File: config.mk
export PLATFORM = sky130hd
export DESIGN_NAME = irq_gather
export DESIGN_NICKNAME = d
export VERILOG_FILES = /design/src/rtl/irq_gather_pkg.sv /design/src/rtl/irq_sync.sv /design/src/rtl/irq_line_cell.sv /design/src/rtl/irq_gather.sv
export SDC_FILE = /design/constraint.sdc
export NUM_CORES = 1
export LEC_CHECK = 0
export ABC_AREA = 1
export ABC_CLOCK_PERIOD_IN_PS = 800
export CORE_MARGIN = 4
export CORE_UTILIZATION = 22
export CTS_BUF_LIST = sky130_fd_sc_hd__clkbuf_16
export DETAILED_ROUTE_END_ITERATION = 10
export GPL_ROUTABILITY_DRIVEN = 0
export GPL_TIMING_DRIVEN = 1
export PLACE_DENSITY_LB_ADDON = 0.08
export SETUP_SLACK_MARGIN = 0.05
export SYNTH_ARGS = -nofsm -noshare
export SYNTH_HDL_FRONTEND = slang
export SYNTH_SLANG_ARGS = --single-unit
File: constraint.sdc
create_clock -name clk_i -period 0.8 [get_ports clk_i]
set_input_delay 0.08 -clock clk_i [delete_from_list [all_inputs] [get_ports clk_i]]
set_output_delay 0.08 -clock clk_i [all_outputs]
set_load 0.02 [all_outputs]
File: src/rtl/irq_gather_pkg.sv
package irq_gather_pkg;

    // Per-line trigger mode; encoding is visible in the LINE_MODE parameter.
    typedef enum logic [1:0] {
        TRIG_LVL_HI = 2'd0,
        TRIG_LVL_LO = 2'd1,
        TRIG_RISE   = 2'd2,
        TRIG_FALL   = 2'd3
    } trig_e;

    // Treatment of bus positions that no source claims.
    typedef enum logic [1:0] {
        UNUSED_TIE_LOW   = 2'd0,
        UNUSED_SPARE     = 2'd1,
        UNUSED_NO_OUTPUT = 2'd2
    } unused_e;

    localparam int SEL_W = 8;

    // State of one line cell.
    typedef struct packed {
        logic prev_act;
        logic pend;
    } line_st_t;

    function automatic logic trig_inverted(trig_e m);
        return (m == TRIG_LVL_LO) || (m == TRIG_FALL);
    endfunction

    function automatic logic trig_is_edge(trig_e m);
        return (m == TRIG_RISE) || (m == TRIG_FALL);
    endfunction

endpackage

File: src/rtl/irq_sync.sv
module irq_sync #(
    parameter int             W       = 8,
    parameter logic [W-1:0]   RST_VAL = '0
) (
    input  logic         clk_i,
    input  logic         rst_ni,
    input  logic [W-1:0] async_i,
    output logic [W-1:0] sync_o
);

    typedef struct packed {
        logic [W-1:0] stage1;
        logic [W-1:0] stage2;
    } sync_st_t;

    sync_st_t st_d, st_q;

    always_comb begin
        st_d        = st_q;
        st_d.stage1 = async_i;
        st_d.stage2 = st_q.stage1;
    end

    always_ff @(posedge clk_i or negedge rst_ni) begin
        if (!rst_ni) begin
            st_q <= '{stage1: RST_VAL, stage2: RST_VAL};
        end else begin
            st_q <= st_d;
        end
    end

    assign sync_o = st_q.stage2;

endmodule

File: src/rtl/irq_line_cell.sv
module irq_line_cell
    import irq_gather_pkg::*;
#(
    parameter trig_e MODE = TRIG_LVL_HI
) (
    input  logic clk_i,
    input  logic rst_ni,
    input  logic lvl_i,
    input  logic clr_i,
    output logic irq_o
);

    localparam logic INV     = trig_inverted(MODE);
    localparam logic IS_EDGE = trig_is_edge(MODE);

    line_st_t st_d, st_q;
    logic     act;
    logic     fire;

    always_comb begin
        act           = lvl_i ^ INV;
        fire          = act & ~st_q.prev_act;
        st_d          = st_q;
        st_d.prev_act = act;
        // a fresh edge wins over a clear in the same cycle
        st_d.pend     = (st_q.pend & ~clr_i) | fire;
    end

    always_ff @(posedge clk_i or negedge rst_ni) begin
        if (!rst_ni) begin
            st_q <= '0;
        end else begin
            st_q <= st_d;
        end
    end

    if (IS_EDGE) begin : g_edge
        assign irq_o = st_q.pend;
    end else begin : g_level
        assign irq_o = act;
    end

endmodule

File: src/rtl/irq_gather.sv
module irq_gather
    import irq_gather_pkg::*;
#(
    parameter int      N_PORTS        = 4,
    parameter int      LINES_PER_PORT = 2,
    parameter int      IRQ_W          = 32,
    parameter logic [IRQ_W*SEL_W-1:0] LINE_SRC = {
        {24{8'hFF}},
        8'h07, 8'h06, 8'h05, 8'h04, 8'h03, 8'h02, 8'h01, 8'h00},
    parameter logic [IRQ_W*2-1:0] LINE_MODE = {
        {28{2'd0}}, 2'd3, 2'd2, 2'd1, 2'd0},
    parameter unused_e UNUSED_POLICY = UNUSED_TIE_LOW
) (
    input  logic                              clk_i,
    input  logic                              rst_ni,
    input  logic [N_PORTS*LINES_PER_PORT-1:0] src_irq_i,
    input  logic [IRQ_W-1:0]                  spare_irq_i,
    input  logic                              clr_we_i,
    input  logic [IRQ_W-1:0]                  clr_mask_i,
    output logic [IRQ_W-1:0]                  irq_o
);

    localparam int NSRC = N_PORTS * LINES_PER_PORT;

    // Sources feeding inverted lines idle high, so they reset high.
    function automatic logic [NSRC-1:0] calc_idle();
        logic [NSRC-1:0] v;
        v = '0;
        for (int i = 0; i < IRQ_W; i++) begin
            int    s;
            trig_e m;
            s = int'(LINE_SRC[i*SEL_W +: SEL_W]);
            m = trig_e'(LINE_MODE[i*2 +: 2]);
            if (s < NSRC && trig_inverted(m)) v[s] = 1'b1;
        end
        return v;
    endfunction

    localparam logic [NSRC-1:0] SRC_IDLE = calc_idle();

    logic [NSRC-1:0]  src_sync;
    logic [IRQ_W-1:0] spare_sync;
    logic [IRQ_W-1:0] line_irq;
    logic             unused_bits;

    irq_sync #(.W(NSRC), .RST_VAL(SRC_IDLE)) u_src_sync (
        .clk_i   (clk_i),
        .rst_ni  (rst_ni),
        .async_i (src_irq_i),
        .sync_o  (src_sync)
    );

    irq_sync #(.W(IRQ_W), .RST_VAL('0)) u_spare_sync (
        .clk_i   (clk_i),
        .rst_ni  (rst_ni),
        .async_i (spare_irq_i),
        .sync_o  (spare_sync)
    );

    for (genvar i = 0; i < IRQ_W; i++) begin : g_line
        localparam int    SEL  = int'(LINE_SRC[i*SEL_W +: SEL_W]);
        localparam trig_e MODE = trig_e'(LINE_MODE[i*2 +: 2]);
        if (SEL < NSRC) begin : g_claimed
            irq_line_cell #(.MODE(MODE)) u_cell (
                .clk_i  (clk_i),
                .rst_ni (rst_ni),
                .lvl_i  (src_sync[SEL]),
                .clr_i  (clr_we_i & clr_mask_i[i]),
                .irq_o  (line_irq[i])
            );
        end else if (UNUSED_POLICY == UNUSED_SPARE) begin : g_spare
            assign line_irq[i] = spare_sync[i];
        end else begin : g_tie
            assign line_irq[i] = 1'b0;
        end
    end

    if (UNUSED_POLICY == UNUSED_NO_OUTPUT) begin : g_off
        assign irq_o = '0;
    end else begin : g_on
        assign irq_o = line_irq;
    end

    // sinks for bits a given mapping leaves unread
    assign unused_bits = ^{src_sync, spare_sync, clr_mask_i, line_irq};

endmodule

======== After elaboration in Yosys (flattened, before gate mapping) ========
Cells that the tools add are included.
operators by class
  bitwise gates (word level) .............. 14
operator list
  cell           number
  $and A1 B1 Y1  6
  $not A1 Y1     6
  $or A1 B1 Y1   2
word-level totals
  bits in registers ....................... 20
  input bits .............................. 75
  output and inout bits ................... 32
  word-level logic and storage cells ...... 20

======== Logic depth before layout (Yosys ltp) ========
Gate-level depths: netlist (run 1).
  depth after elaboration ................. 4
  mapped depth ............................ 3
  mapped depth without buffers ............ 3

======== Hierarchy ========
Synthesis (run 1) repeated with hierarchy kept, for this count alone.
second synthesis, totals
  cell total of the unflattened synthesis .. 79
  area, all modules ....................... 842.1 um^2
modules (own cells, without submodules)
  module                                          instances  cells each  area an instance (um^2)  sequential area each (um^2)
  irq_sync                                        1          16          405.4                    405.4
  irq_gather                                      1          42          249.0                    0.0
  irq_line_cell (g_line[3].g_claimed.u_cell)      1          8           77.6                     50.0
  irq_line_cell (g_line[2].g_claimed.u_cell)      1          7           68.8                     50.0
  irq_line_cell (g_line[0].g_claimed.u_cell ...)  5          1           7.5                      0.0
  irq_line_cell (g_line[1].g_claimed.u_cell)      1          1           3.8                      0.0

======== Worst setup path after synthesis (run 1) ========
Ideal clock, no wire load.
  path type ............................... reg2out
  from .................................... register u_src_sync.st_q, in the netlist u_src_sync.sync_o[1]
  to ...................................... output irq_o[1]
  data arrival time ....................... 659 ps
  required time ........................... 720 ps
  path slack .............................. 61 ps
  stages on the path, launching flop included .. 3
  buffers on the path ..................... 1
  cell sequence ........................... dfstp_2 -> inv_1 -> buf_4
on the way
  word-level cells in the longest chain between the ends .. 1
RTL lines
  element                      RTL line          RTL
  start, declared              irq_sync.sv:16    sync_st_t st_d, st_q;
  start signal, assigned       irq_sync.sv:26    st_q <= '{stage1: RST_VAL, stage2: RST_VAL};
  start signal, assigned       irq_sync.sv:28    st_q <= st_d;
  $not A1 Y1 (no source line)  --
  end, declared                irq_gather.sv:20  output logic [IRQ_W-1:0] irq_o
No other way between the ends.

======== Final worst setup path (run 1) ========
Same ends and word-level chain as after synthesis.

==> reports/results.md, run 1 <==
• negative setup slack — violated checks
• 20 — number of clock sinks
• 23.2% — fraction of layout instances using a drive strength above 1
• register to primary output — crit path kind
• g_line[3].g_claimed.u_cell.irq_o — reg-to-reg critical path endpoint
• input port to async pin — path type of the worst min-delay path
• u_src_sync.sync_o[3] — reg-to-reg critical path startpoint
• 2390 mW/mm² — total power density per cell area
• 0.92 ns — Data arrival, critical path
• 4 — TritonRoute pass-1 iters
• 774 µm — Detail Placement HPWL
• 20 — count of port buffers added during placement
• 0.151 ns — final hold slack
• 0.000494 µW — leakage power summed over all cells
• 1000 MHz — maximum frequency from static timing analysis
• 0.06 ns — setup slack of the worst register-to-register path
• 885 µV — peak supply drop
• 0.05 ns — clock transition at the registers of the reported paths
• 355 — Fill cells
• inv_2 > buf_6 — Critical Path, Cell by Cell
• 1 — critical path peak fanout
• 0.52 ns — max incr delay on CP
• 0.999 ns — min cycle time layout
• 124 — number of cells after detailed placement
• 1480 µm — global-route wire length before repair
• 7 — count of unique library cells instantiated by Yosys
• 0 — remaining global-route overflow
• 0.00342 mm² — area of the core
• 343 — number of global-route vias before repair
• 0.000566 ns — worst clock skew
• 0 — Post-CTS Repair Setup Buffers
• 1 — H-tree depth reported by CTS
• 0 — fin. max-slew vios
• 12 — maximum number of pins on one net before global-route repair
• 4 — initial drt markers
• 0.00464 mm² — Die Area
• 0 — Routed Antenna Nets
• 3 — worst-case reg-to-reg path depth
• yes — unrepaired setup endpoints after global routing
• 0 — Max-Cap Viols
• 65 — cell count after synthesis
• 26.1% — area delta synth->final
• 505 µm² — register area
• -0.199 ns — smallest setup slack after layout
• primary output — type of element capturing the critical path
• 795 µm² — synthesized area
• 0 — Final Hold Violating Endpoints
• 158 — total number of nets in the final design
• 68.1 µm — chip width
• 2 — buffer depth of the longest clock path
• 0.72 ns — Crit path required time
• 8 — final setup violation count
• 63.6% — share of the yosys chip area belonging to registers
• 0 — synth warn
• sky130_fd_sc_hd__clkbuf_16 — CTS root buf
• register — crit start category
• sky130_fd_sc_hd__dfstp_2 — library cell contributing the largest single delay on the critical path
• 107 — boundary pin count
• 978 µm — Post-Route WL
• 4.57% — Overall Global Routing Usage
• 3 — total clock buffers created by CTS
• 20 — synthesis-stage register bit count
• 0.25 ns — clock latency of the later-clocked register in the worst-skew pair
• 21 — row count
• 68.1 µm — die height
• done — CTS tree
• 375 — via count
• 120 µm² — area occupied by multi-input gates
• 128 — count of placed standard cells in the final layout, fillers left out
• 0 — Antenna Diode Count
• 2.93 — Avg Vias per Cell
• 7.64 µm — Avg WL per Cell
• 0 — # DRC
• 125% — final worst path period share
• 0 — number of antenna violations at the first check in global routing
• complete, but fails checks — result of the run
• 23.3% — Initial Util
• 12.2 µm² — per-instance average area after synthesis
metal layers:
metal / GRT usage [%] / part of all wire [%]
met1: 4.26 / 34
met2: 7.34 / 46
met3: 2.46 / 19
met4: 3.72 / 1.6
met5: 0 / 0
flip-flops by register name (all words and copies together) (netlist names):
register and cells:
g_line.g_claimed.u_cell.irq_o 2, g_line.g_claimed.u_cell.st_q 2, u_src_sync.st_d 8, u_src_sync.sync_o 8
worst max-delay path, delay by kind of cell (launching register included):
| family | cells | cell delay, ns |
|---|---|---|
| flops | 1 | 0.52 |
| buf+inv | 2 | 0.15 |
power breakdown:
| part | internal (µW) | switching, µW | leakage, µW |
|---|---|---|---|
| registers | 1080 | 22.8 | 0.000228 |
| logic | 115 | 183 | 0.000224 |
| clock network | 664 | 334 | 0.0000423 |
| total | 1860 | 539 | 0.000494 |
logic make-up after synthesis:
logic type | Yosys count | synth area share (%)
and+or+nand+nor | 8 | 3.78
buffers and inverters | 36 | 32.1
DFF | 20 | 63.6
other | 1 | 0.472
final cells by class:
class	instances	share of cell area, %
sequential	20	50.4
timing repair buffer	22	22.5
inverter	4	1.50
multi-input combinational	32	12.0
clock buffer	3	7.49
clock inverter	1	0.375
tap	46	5.74
cell usage after synthesis:
library cell | number | area [µm²]
sky130_fd_sc_hd__buf_4 | 32 | 240
sky130_fd_sc_hd__conb_1 | 1 | 3.75
sky130_fd_sc_hd__dfrtp_1 | 16 | 400
sky130_fd_sc_hd__dfstp_2 | 4 | 105
sky130_fd_sc_hd__inv_1 | 3 | 11.3
sky130_fd_sc_hd__inv_2 | 1 | 3.75
sky130_fd_sc_hd__nand2_1 | 8 | 30.0
per-stage QoR:
step | total power [µW] | util [%] | setup WS (ns) | TNS, ns | cell area [µm²]
final | 2400 | 29.3 | -0.199 | -0.424 | 1000
after floorplan | 1390 | - | 0.0611 | 0 | 881
after global routing | 2530 | 29.3 | -0.219 | -0.624 | 1000
after detailed placement | 1410 | 26.7 | -0.326 | -1.74 | 913
after CTS | 2440 | 29.3 | -0.210 | -0.515 | 1000
after global placement | 1410 | 26.7 | -0.331 | -1.73 | 913
cell usage in the layout, fill, tap and decap left out, drive strengths merged:
| cell type | count |
|---|---|
| conb | 24 |
| clkbuf | 3 |
| clkdlybuf4s50 | 12 |
| dfstp | 4 |
| nand2 | 8 |
| inv | 5 |
| buf | 10 |
| dfrtp | 16 |
how the worst max path moves through the flow:
stage | end | slack [ns] | from
after floorplan | irq_o[1] | 0.06 | u_src_sync.sync_o[1]
after global placement | irq_o[1] | -0.33 | u_src_sync.sync_o[1]
after detailed placement | irq_o[1] | -0.33 | u_src_sync.sync_o[1]
after CTS | irq_o[1] | -0.21 | u_src_sync.sync_o[1]
after global routing | irq_o[1] | -0.22 | u_src_sync.sync_o[1]
final | irq_o[1] | -0.20 | u_src_sync.sync_o[1]
what timing repair did:
action / CTS / global route
resized for setup: 49 / 0
cloned: 0 / 0
hold buffers: 0 / 0
pin swaps: 0 / 1
setup endpoints to repair: 8 / 9
No activity file was read; power rests on OpenSTA's default activity.
==> inputs of run 2 (changes only) <==
GPL_TIMING_DRIVEN = 0   (was 1)
PLACE_DENSITY = 0.76   (was unset)
PLACE_DENSITY_LB_ADDON = unset   (was 0.08)
==> run 2 against run 1 <==
Compared with the run above: the run still ends with negative setup slack left; utilization rose by 4.9 points; combinational power grew 28%; highest routed layer unchanged; global-route usage down 0.089 points; final area up 17%; wire length is 3.0% higher; critical path type unchanged; hold slack worse by 0.13 ns; sequential share of layout area decreased by 7.2 points.
==> reports/results.md, run 2 (same netlist as run 1, synthesis figures left out) <==
• sky130_fd_sc_hd__clkbuf_16 — CTS root buf
• register to primary output — crit path kind
• register — crit start category
• 107 — boundary pin count, unchanged
• 4.48% — Overall Global Routing Usage, -0.089 points
• 1010 MHz — maximum frequency from static timing analysis, +0.53%
• 0.0255 ns — final hold slack, -0.125 ns
• 0 — # DRC, unchanged
• -0.194 ns — smallest setup slack after layout, +0.00524 ns
• 0.00342 mm² — area of the core, unchanged
• 150 — count of placed standard cells in the final layout, fillers left out, +17%
• 360 — Fill cells, +1.4%
• 2.76 — Avg Vias per Cell, -5.8%
• 0.00135 ns — worst clock skew, +0.000781 ns
• 0 — number of antenna violations at the first check in global routing, unchanged
• 0 — Max-Cap Viols, unchanged
• 0 — fin. max-slew vios, unchanged
• 1930 µW — internal power, +3.8%
• 0.52 ns — max incr delay on CP, about the same
• 180 — total number of nets in the final design, +14%
• 7 — initial drt markers, +3
• 0.72 ns — Crit path required time, about the same
• 44.7% — fraction of power consumed by sequential logic, -1.2 points
• sky130_fd_sc_hd__buf_4, sky130_fd_sc_hd__conb_1, sky130_fd_sc_hd__dfrtp_1 — commonest non-fill, non-tap cells in the layout
• 0.000614 µW — leakage power summed over all cells, +24%
• 6.71 µm — Avg WL per Cell, -12%
• 0.994 ns — min cycle time layout, -0.00524 ns
• 21 — maximum number of pins on one net before global-route repair, +9
• inv_2 > buf_6 — Critical Path, Cell by Cell
• 154 — number of cells after detailed placement, +24%
• 1 — H-tree depth reported by CTS, unchanged
• 20 — number of clock sinks, unchanged
• 21.8% — switching part of the total power, -0.67 points
• 1010 µm — Post-Route WL, +3.0%
• 414 — via count, +10%
• 0 — Antenna Diode Count, unchanged
• 0 — remaining global-route overflow, unchanged
• 0.91 ns — Data arrival, critical path, about the same
• 20 — count of port buffers added during placement, unchanged
• 124% — final worst path period share, -0.65 points
• 0 — Post-CTS Repair Setup Buffers, unchanged
• 68.1 µm — die height, unchanged
• 2 — TritonRoute pass-1 iters, -2
• 0.05 ns — clock transition at the registers of the reported paths, about the same
• 539 µW — Switch Pwr, -0.14%
• 0 — Routed Antenna Nets, unchanged
• 0 — Final Hold Violating Endpoints, unchanged
• 2110 mW/mm² — total power density per cell area, -12%
• 3 — total clock buffers created by CTS, unchanged
• 1440 µm — global-route wire length before repair, -2.8%
• 15.5% — part of the total power dissipated in combinational logic, +3.1 points
• 23.3% — Initial Util, unchanged
• 324 — number of global-route vias before repair, -5.5%
• 0.25 ns — clock latency of the later-clocked register in the worst-skew pair, about the same
• 0.783 ns — pin slew with the least headroom to its limit
• 21 — row count, unchanged
• complete, but fails checks — result of the run
• primary output — type of element capturing the critical path
• 0.00464 mm² — Die Area, unchanged
• 40.4% — fraction of layout instances using a drive strength above 1, +17 points
• 868 µm — Detail Placement HPWL, +12%
• negative setup slack — violated checks
• 47.1% — area delta synth->final
• 68.1 µm — chip width, unchanged
• sky130_fd_sc_hd__dfstp_2 — library cell contributing the largest single delay on the critical path
• 8 — final setup violation count, unchanged
• 2 — buffer depth of the longest clock path, unchanged
• yes — unrepaired setup endpoints after global routing
• input port to async pin — path type of the worst min-delay path
• 47.8% — Worst slew margin
• 1290 µV — peak supply drop, +46%
• done — CTS tree
• -0.460 ns — Place WS, -0.134 ns
• -0.410 ns — accumulated negative setup slack, +0.0143 ns
• 1 — critical path peak fanout, unchanged
• 39.8% — clock network power share, -1.8 points
run 2: final cells by class:
cell class                 count  area, µm²  share of cell area, %
clock buffer                   3       75.1                   6.42
clock inverter                 1       3.75                  0.321
sequential                    20        505                   43.3
timing repair buffer          20        209                   17.9
multi-input combinational     32        123                   10.5
buffer                        24        180                   15.4
tap                           46       57.6                   4.93
inverter                       4       15.0                   1.28
run 2: repair_timing:
item                                    in CTS  in global routing
endpoints found under the setup margin      29                  9
hold buffers                                 0                  0
gates resized for setup                     50                  1
pin swaps                                    1                  0
run 2: power groups by stage:
stage | registers (µW) | logic [µW] | clock network (µW)
6_report | 1100 | 382 | 982
3_3_place_gp | 1110 | 412 | 0
2_1_floorplan | 1110 | 280 | 0
3_5_place_dp | 1110 | 415 | 0
5_1_grt | 1110 | 414 | 1060
4_1_cts | 1100 | 383 | 1020
run 2: path summary, 6_finish.rpt:
path                                      startpoint                          endpoint  slack (ns)  cells past startpoint
worst max-delay path            u_src_sync.sync_o[1]                          irq_o[1]       -0.19                      2
worst min register to register    u_src_sync.st_d[6]              u_src_sync.sync_o[6]        0.35                      0
worst max register to register  u_src_sync.sync_o[3]  g_line[3].g_claimed.u_cell.irq_o        0.06                      3
worst min-delay path                          rst_ni                u_src_sync.st_d[2]        0.03                      1
max in group asynchronous                     rst_ni              u_src_sync.sync_o[5]        0.29                      1
min in group clk_i                      src_irq_i[1]                u_src_sync.st_d[1]        0.24                      1
run 2: metal layers:
metal	global-route usage [%]	wire, µm
met5	0	0
met4	4.47	27
met3	1.97	129
met2	7.22	575
met1	4.09	275
run 2: worst max-delay path, delay by kind of cell, from the launching register on:
family / cells / cell delay (ns)
flops: 1 / 0.52
buf+inv: 2 / 0.15
run 2: per-stage QoR:
| stage | area, µm² | util, % | total power (µW) |
|---|---|---|---|
| 3_5_place_dp | 1140 | 33.3 | 1530 |
| 6_report | 1170 | 34.2 | 2470 |
| 4_1_cts | 1170 | 34.1 | 2500 |
| 2_1_floorplan | 881 | - | 1390 |
| 3_3_place_gp | 1140 | 33.3 | 1520 |
| 5_1_grt | 1170 | 34.2 | 2580 |
